--- src/rtl/dbg_seq_pkg.sv ---
package dbg_seq_pkg;
  typedef enum logic [3:0] {
    ST_IDLE, ST_SEL, ST_ACC, ST_RDB,
    ST_CK_POST, ST_CK_RDB,
    ST_CLR_WR, ST_CLR_POST, ST_CLR_RDB,
    ST_DG_SEL, ST_DG_CSW, ST_DG_RB1, ST_DG_TAR, ST_DG_RB2
  } seq_st_e;

  localparam logic [3:0] IR_DPACC = 4'hA;
  localparam logic [3:0] IR_APACC = 4'hB;

  localparam logic [2:0] ACK_OKF  = 3'b010;
  localparam logic [2:0] ACK_WAIT = 3'b001;

  localparam logic [2:0] OP_DP_RD = 3'd0;
  localparam logic [2:0] OP_DP_WR = 3'd1;
  localparam logic [2:0] OP_AP_RD = 3'd2;
  localparam logic [2:0] OP_AP_WR = 3'd3;
  localparam logic [2:0] OP_CHECK = 3'd4;

  localparam logic [2:0] FLD_SEL_WR  = 3'b100;
  localparam logic [2:0] FLD_CTRL_RD = 3'b011;
  localparam logic [2:0] FLD_CTRL_WR = 3'b010;
  localparam logic [2:0] FLD_RBUF_RD = 3'b111;
  localparam logic [2:0] FLD_CSW_RD  = 3'b001;
  localparam logic [2:0] FLD_TAR_RD  = 3'b011;

  localparam logic [31:0] STICKY_BITS = 32'h0000_0022;
endpackage

--- src/rtl/dbg_bank_cache.sv ---
module dbg_bank_cache #(
  parameter int BANK_W = 4
) (
  input  logic              clk,
  input  logic              rst,
  input  logic              upd,
  input  logic [BANK_W-1:0] upd_bank,
  input  logic [BANK_W-1:0] q_bank,
  output logic              hit
);
  logic              vld_q;
  logic [BANK_W-1:0] bank_q;

  always_ff @(posedge clk) begin
    if (rst) begin
      vld_q  <= 1'b0;
      bank_q <= '0;
    end else if (upd) begin
      vld_q  <= 1'b1;
      bank_q <= upd_bank;
    end
  end

  assign hit = vld_q && (bank_q == q_bank);
endmodule

--- src/rtl/dbg_wait_timer.sv ---
module dbg_wait_timer #(
  parameter int LIMIT = 1000
) (
  input  logic clk,
  input  logic rst,
  input  logic clr,
  output logic expired
);
  localparam int TW = $clog2(LIMIT + 1);
  logic [TW-1:0] cnt_q;

  assign expired = (cnt_q >= TW'(LIMIT));

  always_ff @(posedge clk) begin
    if (rst || clr) cnt_q <= '0;
    else if (!expired) cnt_q <= cnt_q + 1'b1;
  end
endmodule

--- src/rtl/dbg_scan_fmt.sv ---
module dbg_scan_fmt
  import dbg_seq_pkg::*;
#(
  parameter int MEM_IDLE = 8,
  parameter int IDLE_W   = 4
) (
  input  seq_st_e            st,
  input  logic [2:0]         op_q,
  input  logic [7:0]         addr_q,
  input  logic [31:0]        wdata_q,
  input  logic [7:0]         ap_sel,
  input  logic [31:0]        ctrl_q,
  output logic               active,
  output logic [3:0]         ir,
  output logic [2:0]         fld,
  output logic [31:0]        wd,
  output logic [IDLE_W-1:0]  idle
);
  logic rnw, is_ap, mem_hit;

  assign rnw     = (op_q == OP_DP_RD) || (op_q == OP_AP_RD);
  assign is_ap   = (op_q == OP_AP_RD) || (op_q == OP_AP_WR);
  assign mem_hit = (addr_q == 8'h0C) || (addr_q[7:4] == 4'h1);

  always_comb begin
    active = 1'b1;
    ir     = IR_DPACC;
    fld    = FLD_RBUF_RD;
    wd     = '0;
    idle   = '0;
    case (st)
      ST_SEL:    begin fld = FLD_SEL_WR; wd = {ap_sel, 16'h0, addr_q[7:4], 4'h0}; end
      ST_ACC: begin
        ir  = is_ap ? IR_APACC : IR_DPACC;
        fld = {addr_q[3:2], rnw};
        wd  = rnw ? 32'h0 : wdata_q;
        if (is_ap && mem_hit) idle = IDLE_W'(MEM_IDLE);
      end
      ST_RDB, ST_CK_RDB, ST_CLR_RDB, ST_DG_RB1, ST_DG_RB2: fld = FLD_RBUF_RD;
      ST_CK_POST, ST_CLR_POST: fld = FLD_CTRL_RD;
      ST_CLR_WR: begin fld = FLD_CTRL_WR; wd = ctrl_q | STICKY_BITS; end
      ST_DG_SEL: begin fld = FLD_SEL_WR; wd = {ap_sel, 24'h0}; end
      ST_DG_CSW: begin ir = IR_APACC; fld = FLD_CSW_RD; end
      ST_DG_TAR: begin ir = IR_APACC; fld = FLD_TAR_RD; end
      default:   active = 1'b0;
    endcase
  end
endmodule

--- src/rtl/dbg_txn_seq.sv ---
module dbg_txn_seq
  import dbg_seq_pkg::*;
#(
  parameter int MEM_IDLE    = 8,
  parameter int TIMEOUT_CYC = 50_000_000,
  parameter int IDLE_W      = $clog2(MEM_IDLE + 1)
) (
  input  logic              clk,
  input  logic              rst,
  input  logic              cmd_valid,
  output logic              cmd_ready,
  input  logic [2:0]        cmd_op,
  input  logic [7:0]        cmd_addr,
  input  logic [31:0]       cmd_wdata,
  input  logic [7:0]        ap_sel,
  output logic              done,
  output logic              err,
  output logic              reinit_req,
  output logic [31:0]       rdata,
  output logic              scan_req,
  output logic [3:0]        scan_ir,
  output logic [2:0]        scan_field,
  output logic [31:0]       scan_wdata,
  output logic [IDLE_W-1:0] scan_idle,
  input  logic              scan_done,
  input  logic [2:0]        scan_ack,
  input  logic [31:0]       scan_rdata
);
  seq_st_e     st;
  logic [2:0]  op_q;
  logic [7:0]  addr_q;
  logic [31:0] wdata_q, ctrl_q;
  logic        bank_hit, bank_upd, tmo;
  logic [3:0]  q_bank, upd_bank;
  logic        op_rnw, sticky, pwr_on;

  assign cmd_ready = (st == ST_IDLE);
  assign op_rnw    = (op_q == OP_DP_RD) || (op_q == OP_AP_RD);
  assign sticky    = scan_rdata[1] | scan_rdata[5];
  assign pwr_on    = &scan_rdata[31:28];
  assign q_bank    = (st == ST_IDLE) ? cmd_addr[7:4] : 4'h0;
  assign bank_upd  = scan_done && ((st == ST_SEL) || (st == ST_DG_SEL));
  assign upd_bank  = (st == ST_SEL) ? addr_q[7:4] : 4'h0;

  dbg_bank_cache #(.BANK_W(4)) u_bank (
    .clk(clk), .rst(rst), .upd(bank_upd), .upd_bank(upd_bank),
    .q_bank(q_bank), .hit(bank_hit)
  );

  dbg_wait_timer #(.LIMIT(TIMEOUT_CYC)) u_tmo (
    .clk(clk), .rst(rst), .clr(st == ST_IDLE), .expired(tmo)
  );

  dbg_scan_fmt #(.MEM_IDLE(MEM_IDLE), .IDLE_W(IDLE_W)) u_fmt (
    .st(st), .op_q(op_q), .addr_q(addr_q), .wdata_q(wdata_q),
    .ap_sel(ap_sel), .ctrl_q(ctrl_q), .active(scan_req), .ir(scan_ir),
    .fld(scan_field), .wd(scan_wdata), .idle(scan_idle)
  );

  always_ff @(posedge clk) begin
    if (rst) begin
      st         <= ST_IDLE;
      op_q       <= '0;
      addr_q     <= '0;
      wdata_q    <= '0;
      ctrl_q     <= '0;
      done       <= 1'b0;
      err        <= 1'b0;
      reinit_req <= 1'b0;
      rdata      <= '0;
    end else begin
      done       <= 1'b0;
      err        <= 1'b0;
      reinit_req <= 1'b0;
      case (st)
        ST_IDLE: if (cmd_valid) begin
          op_q    <= cmd_op;
          addr_q  <= cmd_addr;
          wdata_q <= cmd_wdata;
          case (cmd_op)
            OP_DP_RD, OP_DP_WR: st <= ST_ACC;
            OP_AP_RD, OP_AP_WR: st <= bank_hit ? ST_ACC : ST_SEL;
            OP_CHECK:           st <= ST_CK_POST;
            default: begin done <= 1'b1; err <= 1'b1; end
          endcase
        end
        ST_SEL: if (scan_done) st <= ST_ACC;
        ST_ACC: if (scan_done) begin
          if (op_rnw) st <= ST_RDB;
          else begin st <= ST_IDLE; done <= 1'b1; end
        end
        ST_RDB: if (scan_done) begin
          rdata <= scan_rdata;
          done  <= 1'b1;
          st    <= ST_IDLE;
        end
        ST_CK_POST: if (scan_done) st <= ST_CK_RDB;
        ST_CK_RDB: if (scan_done) begin
          if (scan_ack == ACK_OKF) begin
            ctrl_q <= scan_rdata;
            if (sticky && pwr_on) st <= ST_CLR_WR;
            else begin
              st         <= ST_IDLE;
              done       <= 1'b1;
              err        <= sticky;
              reinit_req <= sticky;
            end
          end else if ((scan_ack == ACK_WAIT) && !tmo) begin
            st <= ST_CK_POST;
          end else begin
            st <= ST_IDLE; done <= 1'b1; err <= 1'b1;
          end
        end
        ST_CLR_WR:   if (scan_done) st <= ST_CLR_POST;
        ST_CLR_POST: if (scan_done) st <= ST_CLR_RDB;
        ST_CLR_RDB:  if (scan_done) st <= bank_hit ? ST_DG_CSW : ST_DG_SEL;
        ST_DG_SEL:   if (scan_done) st <= ST_DG_CSW;
        ST_DG_CSW:   if (scan_done) st <= ST_DG_RB1;
        ST_DG_RB1:   if (scan_done) st <= ST_DG_TAR;
        ST_DG_TAR:   if (scan_done) st <= ST_DG_RB2;
        ST_DG_RB2:   if (scan_done) begin
          st <= ST_IDLE; done <= 1'b1; err <= 1'b1;
        end
        default: st <= ST_IDLE;
      endcase
    end
  end
endmodule

--- config.mk ---
export PLATFORM = sky130hd
export DESIGN_NAME = dbg_txn_seq
export DESIGN_NICKNAME = d
export VERILOG_FILES = /design/src/rtl/dbg_seq_pkg.sv /design/src/rtl/dbg_bank_cache.sv /design/src/rtl/dbg_wait_timer.sv /design/src/rtl/dbg_scan_fmt.sv /design/src/rtl/dbg_txn_seq.sv
export SDC_FILE = /design/constraint.sdc
export NUM_CORES = 1
export LEC_CHECK = 0
export CORE_ASPECT_RATIO = 1.2
export CORE_UTILIZATION = 50
export DETAILED_ROUTE_END_ITERATION = 16
export GPL_TIMING_DRIVEN = 0
export PLACE_DENSITY = 0.81
export SETUP_SLACK_MARGIN = 0.5
export SLEW_MARGIN = 20
export SYNTH_ARGS = -nofsm -noshare
export SYNTH_HDL_FRONTEND = slang
export SYNTH_HIERARCHICAL = 1
export SYNTH_SLANG_ARGS = --single-unit
export TNS_END_PERCENT = 100
--- constraint.sdc ---
create_clock -name clk -period 2.91 [get_ports clk]
set_input_delay 0.291 -clock clk [delete_from_list [all_inputs] [get_ports clk]]
set_output_delay 0.291 -clock clk [all_outputs]
set_load 0.05 [all_outputs]
==> results of run 1 <==
==> critical path, stage by stage (launching register included) <==
cell and delay (ps):
dfxtp_1 340, clkbuf_4 190, nor2_1 90, and3_1 200
buf_6 120, buf_6 140, a221o_1 360, clkbuf_4 230
==> through the flow <==
stage                     power, W  hold slack [ps]  util [%]  setup slack (ps)
after global routing      0.006867            401.7     70.49             446.9
after global placement    0.004401            441.6     65.15             26.13
after floorplan           0.003734            363.4         -             112.5
after detailed placement  0.004423            447.0     65.15             25.30
final                     0.006591            402.2     70.49             519.5
after CTS                 0.006501            395.2     69.51             501.0
==> repair_timing <==
action | CTS | global route
hold buffers | 0 | 0
setup buffers | 12 | 2
gates resized for setup | 189 | 42
setup endpoints to repair | 53 | 42
pin swaps | 8 | 6
==> worst paths after layout <==
path | from | end | slack (ps)
worst min register to register | rdata[1] | rdata[1] | 450
worst max register to register | u_tmo/cnt_q[19] | done | 530
worst max-delay path | st[3] | scan_wdata[5] | 520
worst min-delay path | cmd_wdata[17] | wdata_q[17] | 400
==> area by class of cell <==
class | instances | area, um2 | area share, %
multi-input cells | 631 | 3506 | 37.74
inverters | 18 | 72.57 | 0.7811
repair buffers | 177 | 1649 | 17.75
well taps | 168 | 210.2 | 2.263
clock inverters | 14 | 126.4 | 1.360
plain buffers | 67 | 400.4 | 4.310
clock buffers | 18 | 439.2 | 4.727
flip-flops and latches | 143 | 2887 | 31.07
==> registers in the layout, summed over array words and instances, names as in the netlist <==
name,cells
st,4
u_bank/bank_q,4
ctrl_q,30
op_q,3
rdata,32
wdata_q,32
done,1
addr_q,8
u_tmo/cnt_q,26
reinit_req,1
err,1
u_bank/vld_q,1
==> metal layers <==
| metal | vias to the layer above | wire length, um | track usage (%) | share of wire (%) |
|---|---|---|---|---|
| li1 | 3359 | - | - | - |
| met1 | 3288 | 8199 | 33.84 | 38 |
| met2 | 281 | 10890 | 55.54 | 51 |
| met3 | 50 | 1608 | 8.511 | 7.5 |
| met4 | 0 | 732 | 13.46 | 3.4 |
| met5 | - | 0 | 0 | 0 |
==> power by group through the flow <==
stage	registers, W	logic [W]	clock network [W]
after CTS	0.00232	0.00210	0.00209
after detailed placement	0.00235	0.00207	0
after floorplan	0.00237	0.00136	0
after global routing	0.00235	0.00235	0.00217
final	0.00232	0.00220	0.00207
after global placement	0.00235	0.00205	0
==> results by group, run 1 <==
Place
  • Placed Area: approximately 0.0086 mm2
  • Buffers on Ports: around 160
  • Placed Cells: roughly 1200
  • Post-DP HPWL: between 15000 and 20000 um
  • GP Congestion: 0.9372

Clocking
  • Htree depth: 4
  • CTS tree: built
  • Worst skew pair latency: 430 ps
  • Clock sink total: roughly 140
  • Num CTS Buffers: 17
  • Clock transition at path regs: ~70 ps
  • Clock root cell: clkbuf_16
  • Clk buf depth: 2

Timing
  • Max Slew Vio Count: 0
  • Fin. Hold Viols: 0
  • Peak Freq: between 0.4 and 0.5 GHz
  • Worst-Margin Slew: between 900 and 1000 ps
  • Setup violators final: 0
  • Clk_skew: 8.432 ps
  • Final period util: a little over 80%
  • RSZ-0062 raised after global routing: yes
  • Headroom to the max-slew limit: 34.33%
  • Setup_tns: 0 ps
  • Min Tclk post-route: 2391 ps

Setup path
  • CP Capture Type: primary output
  • Crit path DAT: around 2100 ps
  • Worst reg2reg path depth: 10
  • Crit path kind: reg -> out
  • Startpoint class of the critical path: register
  • WP data required: ~2600 ps
  • Worst-path maximum fanout: 10

Pwr
  • Leak: between 3 and 4 nW
  • VDD IR max: slightly above 0.6 mV
  • Power share of the sequential group: approximately a third
  • Sw Pwr: 0.002482 W
  • Comb power frac: 33.3%
  • Switching Share: between 30% and 40%
  • Clock power frac: a little under a third
  • Pwr/cell area: around 710 mW/mm2
  • Pint: 0.004109 W

Layout
  • Commonest non-fill, non-tap cell in the layout: nand2_1
  • Post-route cell area: 0.009290 mm2
  • Final nets: around 1100
  • Area Growth Syn to Fin: 38.27%
  • Fillers: roughly 1100
  • Antenna Cells: 0
  • Non-filler cells, final: 1236
  • Most frequent cells in the layout: 236 x nand2_1, 130 x dfxtp_1, 125 x a21oi_1
  • Layout cells sized above 1: 15.36%

Synth
  • Post-Syn Area: 0.006719 mm2
  • Synth warn: 6
  • Avg Inst Size Synth: 7.858 um2
  • Cells after Synth: around 860

Floorplanning
  • Initial core utilization: 50.98%
  • Core ar.: between 0.01 and 0.015 mm2
  • Chip width: roughly 110 um
  • # IOs: 170
  • Die area: between 0.01 and 0.015 mm2
  • DIE HEIGHT: 129.0 um
  • Number of cell rows: 46

Run status
  • Status: finished clean

Drt
  • DRT Pass-1 Iters: 5
  • DR vias: 6978
  • Drt drc: 0
  • Via/cell ratio: roughly 5.6
  • Initial DRC Count: roughly 430
  • Avg WL per Cell: 17.34 um
  • Total Wirelength: around 21000 um
  • Antenna Nets Post-Route: 0

Global route
  • Total GRT Usage: 30.92%
  • Total grt overflow: 0
  • Largest net degree at the start of global routing: 17
  • First-pass GRT wire length: between 30000 and 40000 um
  • Vias in the first global route: between 6000 and 7000
  • Initial antenna violation count: 0

Worst hold path
  • WHS Path Cells: 3
  • Hold/Removal Path Class: in -> reg

Job
  • Max-cap violations: 0
Note: power is estimated with default switching activity, not from simulation.
==> run 2: changes to the inputs <==
Settings changed: CORE_UTILIZATION 50 to 45, PLACE_DENSITY 0.81 to 0.77.
Clock period 2.91 ns to 2.1 ns, I/O delays scaled along.
==> run 2 against run 1 <==
Against the previous run:
- the run now ends with negative setup slack left
- register-to-register slack got worse by 980 ps
- non-clock buffer count rose by 68
- sequential power grew 41%
- sequential share of layout area down 6.6 points
- sequential cell count did not move
- design area is 28% higher
- worst setup slack got worse by 970 ps
- utilization up 12 points
- global-route usage increased by 1.2 points
- clock skew hardly changed
- critical path type is now reg -> reg
- critical endpoint is now done
==> results by group, run 2 (synthesized netlist as in run 1, its figures left out) <==
Run status
  • Status: finished with violations
  • Failing checks: negative setup slack

Setup path
  • Worst-path maximum fanout: 5
  • Crit-path max cell delay: around 550 ps
  • WP data required: ~2400 ps
  • CP max stage cell: or4_4
  • CP Capture Type: register
  • Startpoint class of the critical path: register
  • Crit-path most repeated cell: buf_12
  • Crit path kind: reg -> reg
  • CP Cell Sequence: nand4_1 -> or4_4 -> o211a_4 -> clkinv_4 -> buf_12 -> buf_12 -> or3b_4 -> o31ai_4 -> a221o_1 -> a221oi_2
  • Crit path DAT: about 2900 ps

Timing
  • Worst-Margin Slew: a little under 800 ps
  • Setup_tns: -6592 ps
  • Min Tclk post-route: approximately 2500 ps
  • Fin. Hold Viols: 0
  • Max Slew Vio Count: 0
  • Post-route setup slack: -445.8 ps
  • Headroom to the max-slew limit: roughly half
  • Peak Freq: 0.3928 GHz
  • Clk_skew: just over 8 ps
  • Setup violators final: 45
  • Final period util: 121.2%
  • RSZ-0062 raised after global routing: yes

Layout
  • Biggest regs: rdata (32), wdata_q (32), ctrl_q (30)
  • Antenna Cells: 0
  • Non-filler cells, final: around 1300
  • Most frequent cells in the layout: 155 x nand2_1, 120 x dfxtp_1, 88 x clkdlybuf4s50_1
  • Commonest non-fill, non-tap cell in the layout: nand2_1
  • Area Growth Syn to Fin: 76.95%
  • Layout cells sized above 1: around 43%
  • Final nets: approximately 1200
  • Core Util, Final: 82.14%

Drt
  • DRT Pass-1 Iters: 6
  • Via/cell ratio: 6.001
  • Initial DRC Count: around 870
  • Antenna Nets Post-Route: 0
  • Total Wirelength: approximately 29000 um
  • DR vias: approximately 8000
  • Drt drc: 0
  • Avg WL per Cell: roughly 22 um

Floorplanning
  • DIE HEIGHT: between 100 and 150 um
  • Die area: 0.01543 mm2
  • Number of cell rows: 48
  • Chip width: roughly 110 um
  • Core ar.: roughly 0.014 mm2
  • # IOs: between 150 and 200
  • Initial core utilization: a little under half

Global route
  • Initial antenna violation count: 0
  • M1 GR Usage: a little under two fifths
  • Total grt overflow: 0
  • Vias in the first global route: 7287
  • Largest net degree at the start of global routing: 17
  • Met2 GRT Util: between 50% and 60%
  • Busiest grt layer: met2
  • Met3 Use GR: around 7.7%
  • Total GRT Usage: 32.16%
  • First-pass GRT wire length: 38140 um

Pwr
  • VDD IR max: just under 0.7 mV
  • Pwr/cell area: between 900 and 1000 mW/mm2
  • Leak: 4.983 nW
  • Pwr Total: ~0.011 W

Place
  • GP Congestion: 0.9267
  • Placed Cells: roughly 1200
  • Post-DP HPWL: roughly 16000 um
  • Buffers on Ports: around 160

Clocking
  • Worst skew pair latency: roughly 450 ps
  • CTS tree: built
  • Clock sink total: 143
  • Num CTS Buffers: 17
  • Clk buf depth: 2
  • Clock root cell: clkbuf_16
  • Clock transition at path regs: 60 ps
  • Htree depth: 4

Job
  • Max-cap violations: 0

Worst hold path
  • Hold/Removal Path Class: in -> reg
-- run 2: cell type report --
cell class,count,area (um2)
plain buffers,67,778.2
clock buffers,21,460.4
clock inverters,11,138.9
fillers,733,2585
inverters,18,72.57
multi-input cells,631,4588
flip-flops and latches,143,2914
well taps,200,250.2
repair buffers,245,2686
-- run 2: where the power goes --
group	switching, W	total (W)	internal [W]	leakage [nW]
logic	0.00271	0.00492	0.00220	3.52
registers	0.000283	0.00328	0.00299	1.17
clock network	0.00123	0.00315	0.00192	0.293
total	0.00423	0.0113	0.00712	4.98
-- run 2: repair_timing --
item                       in CTS  in global routing
hold buffers                    0                  0
gates resized for setup       488                281
cloned                          5                  6
buffers inserted               52                 19
setup endpoints to repair     217                200
pin swaps                      71                 66
-- run 2: per-stage QoR --
step,hold slack (ps),area [um2],worst slack (ps)
6_report,196.7,11890,-445.8
5_1_grt,225.5,11890,-462.4
4_1_cts,318.1,10650,-388.2
3_5_place_dp,448.5,8891,-640.0
3_3_place_gp,440.6,8891,-664.7
2_1_floorplan,282.4,7009,-692.3
-- run 2: critical path: cells and delay by family, from the launching register on --
kind                   cells  cell delay (ps)
AO/OA/AOI/OAI              4             1000
AND/OR/NAND/NOR            3              830
flip-flops                 1              370
buffers and inverters      3              250
-- run 2: final timing paths --
path,slack (ps),start,endpoint,depth (start not counted)
worst max-delay path,-450,u_tmo/cnt_q[12],done,10
worst min-delay path,200,rst,u_bank/bank_q[1],2
worst max register to register,-450,u_tmo/cnt_q[12],done,10
worst min register to register,450,rdata[28],rdata[28],2
-- run 2: per-layer routing --
layer	vias to the layer above	wire length, um
met5	-	48
met4	2	2065
met3	178	2707
met2	552	14140
met1	3784	10450
li1	3502	-
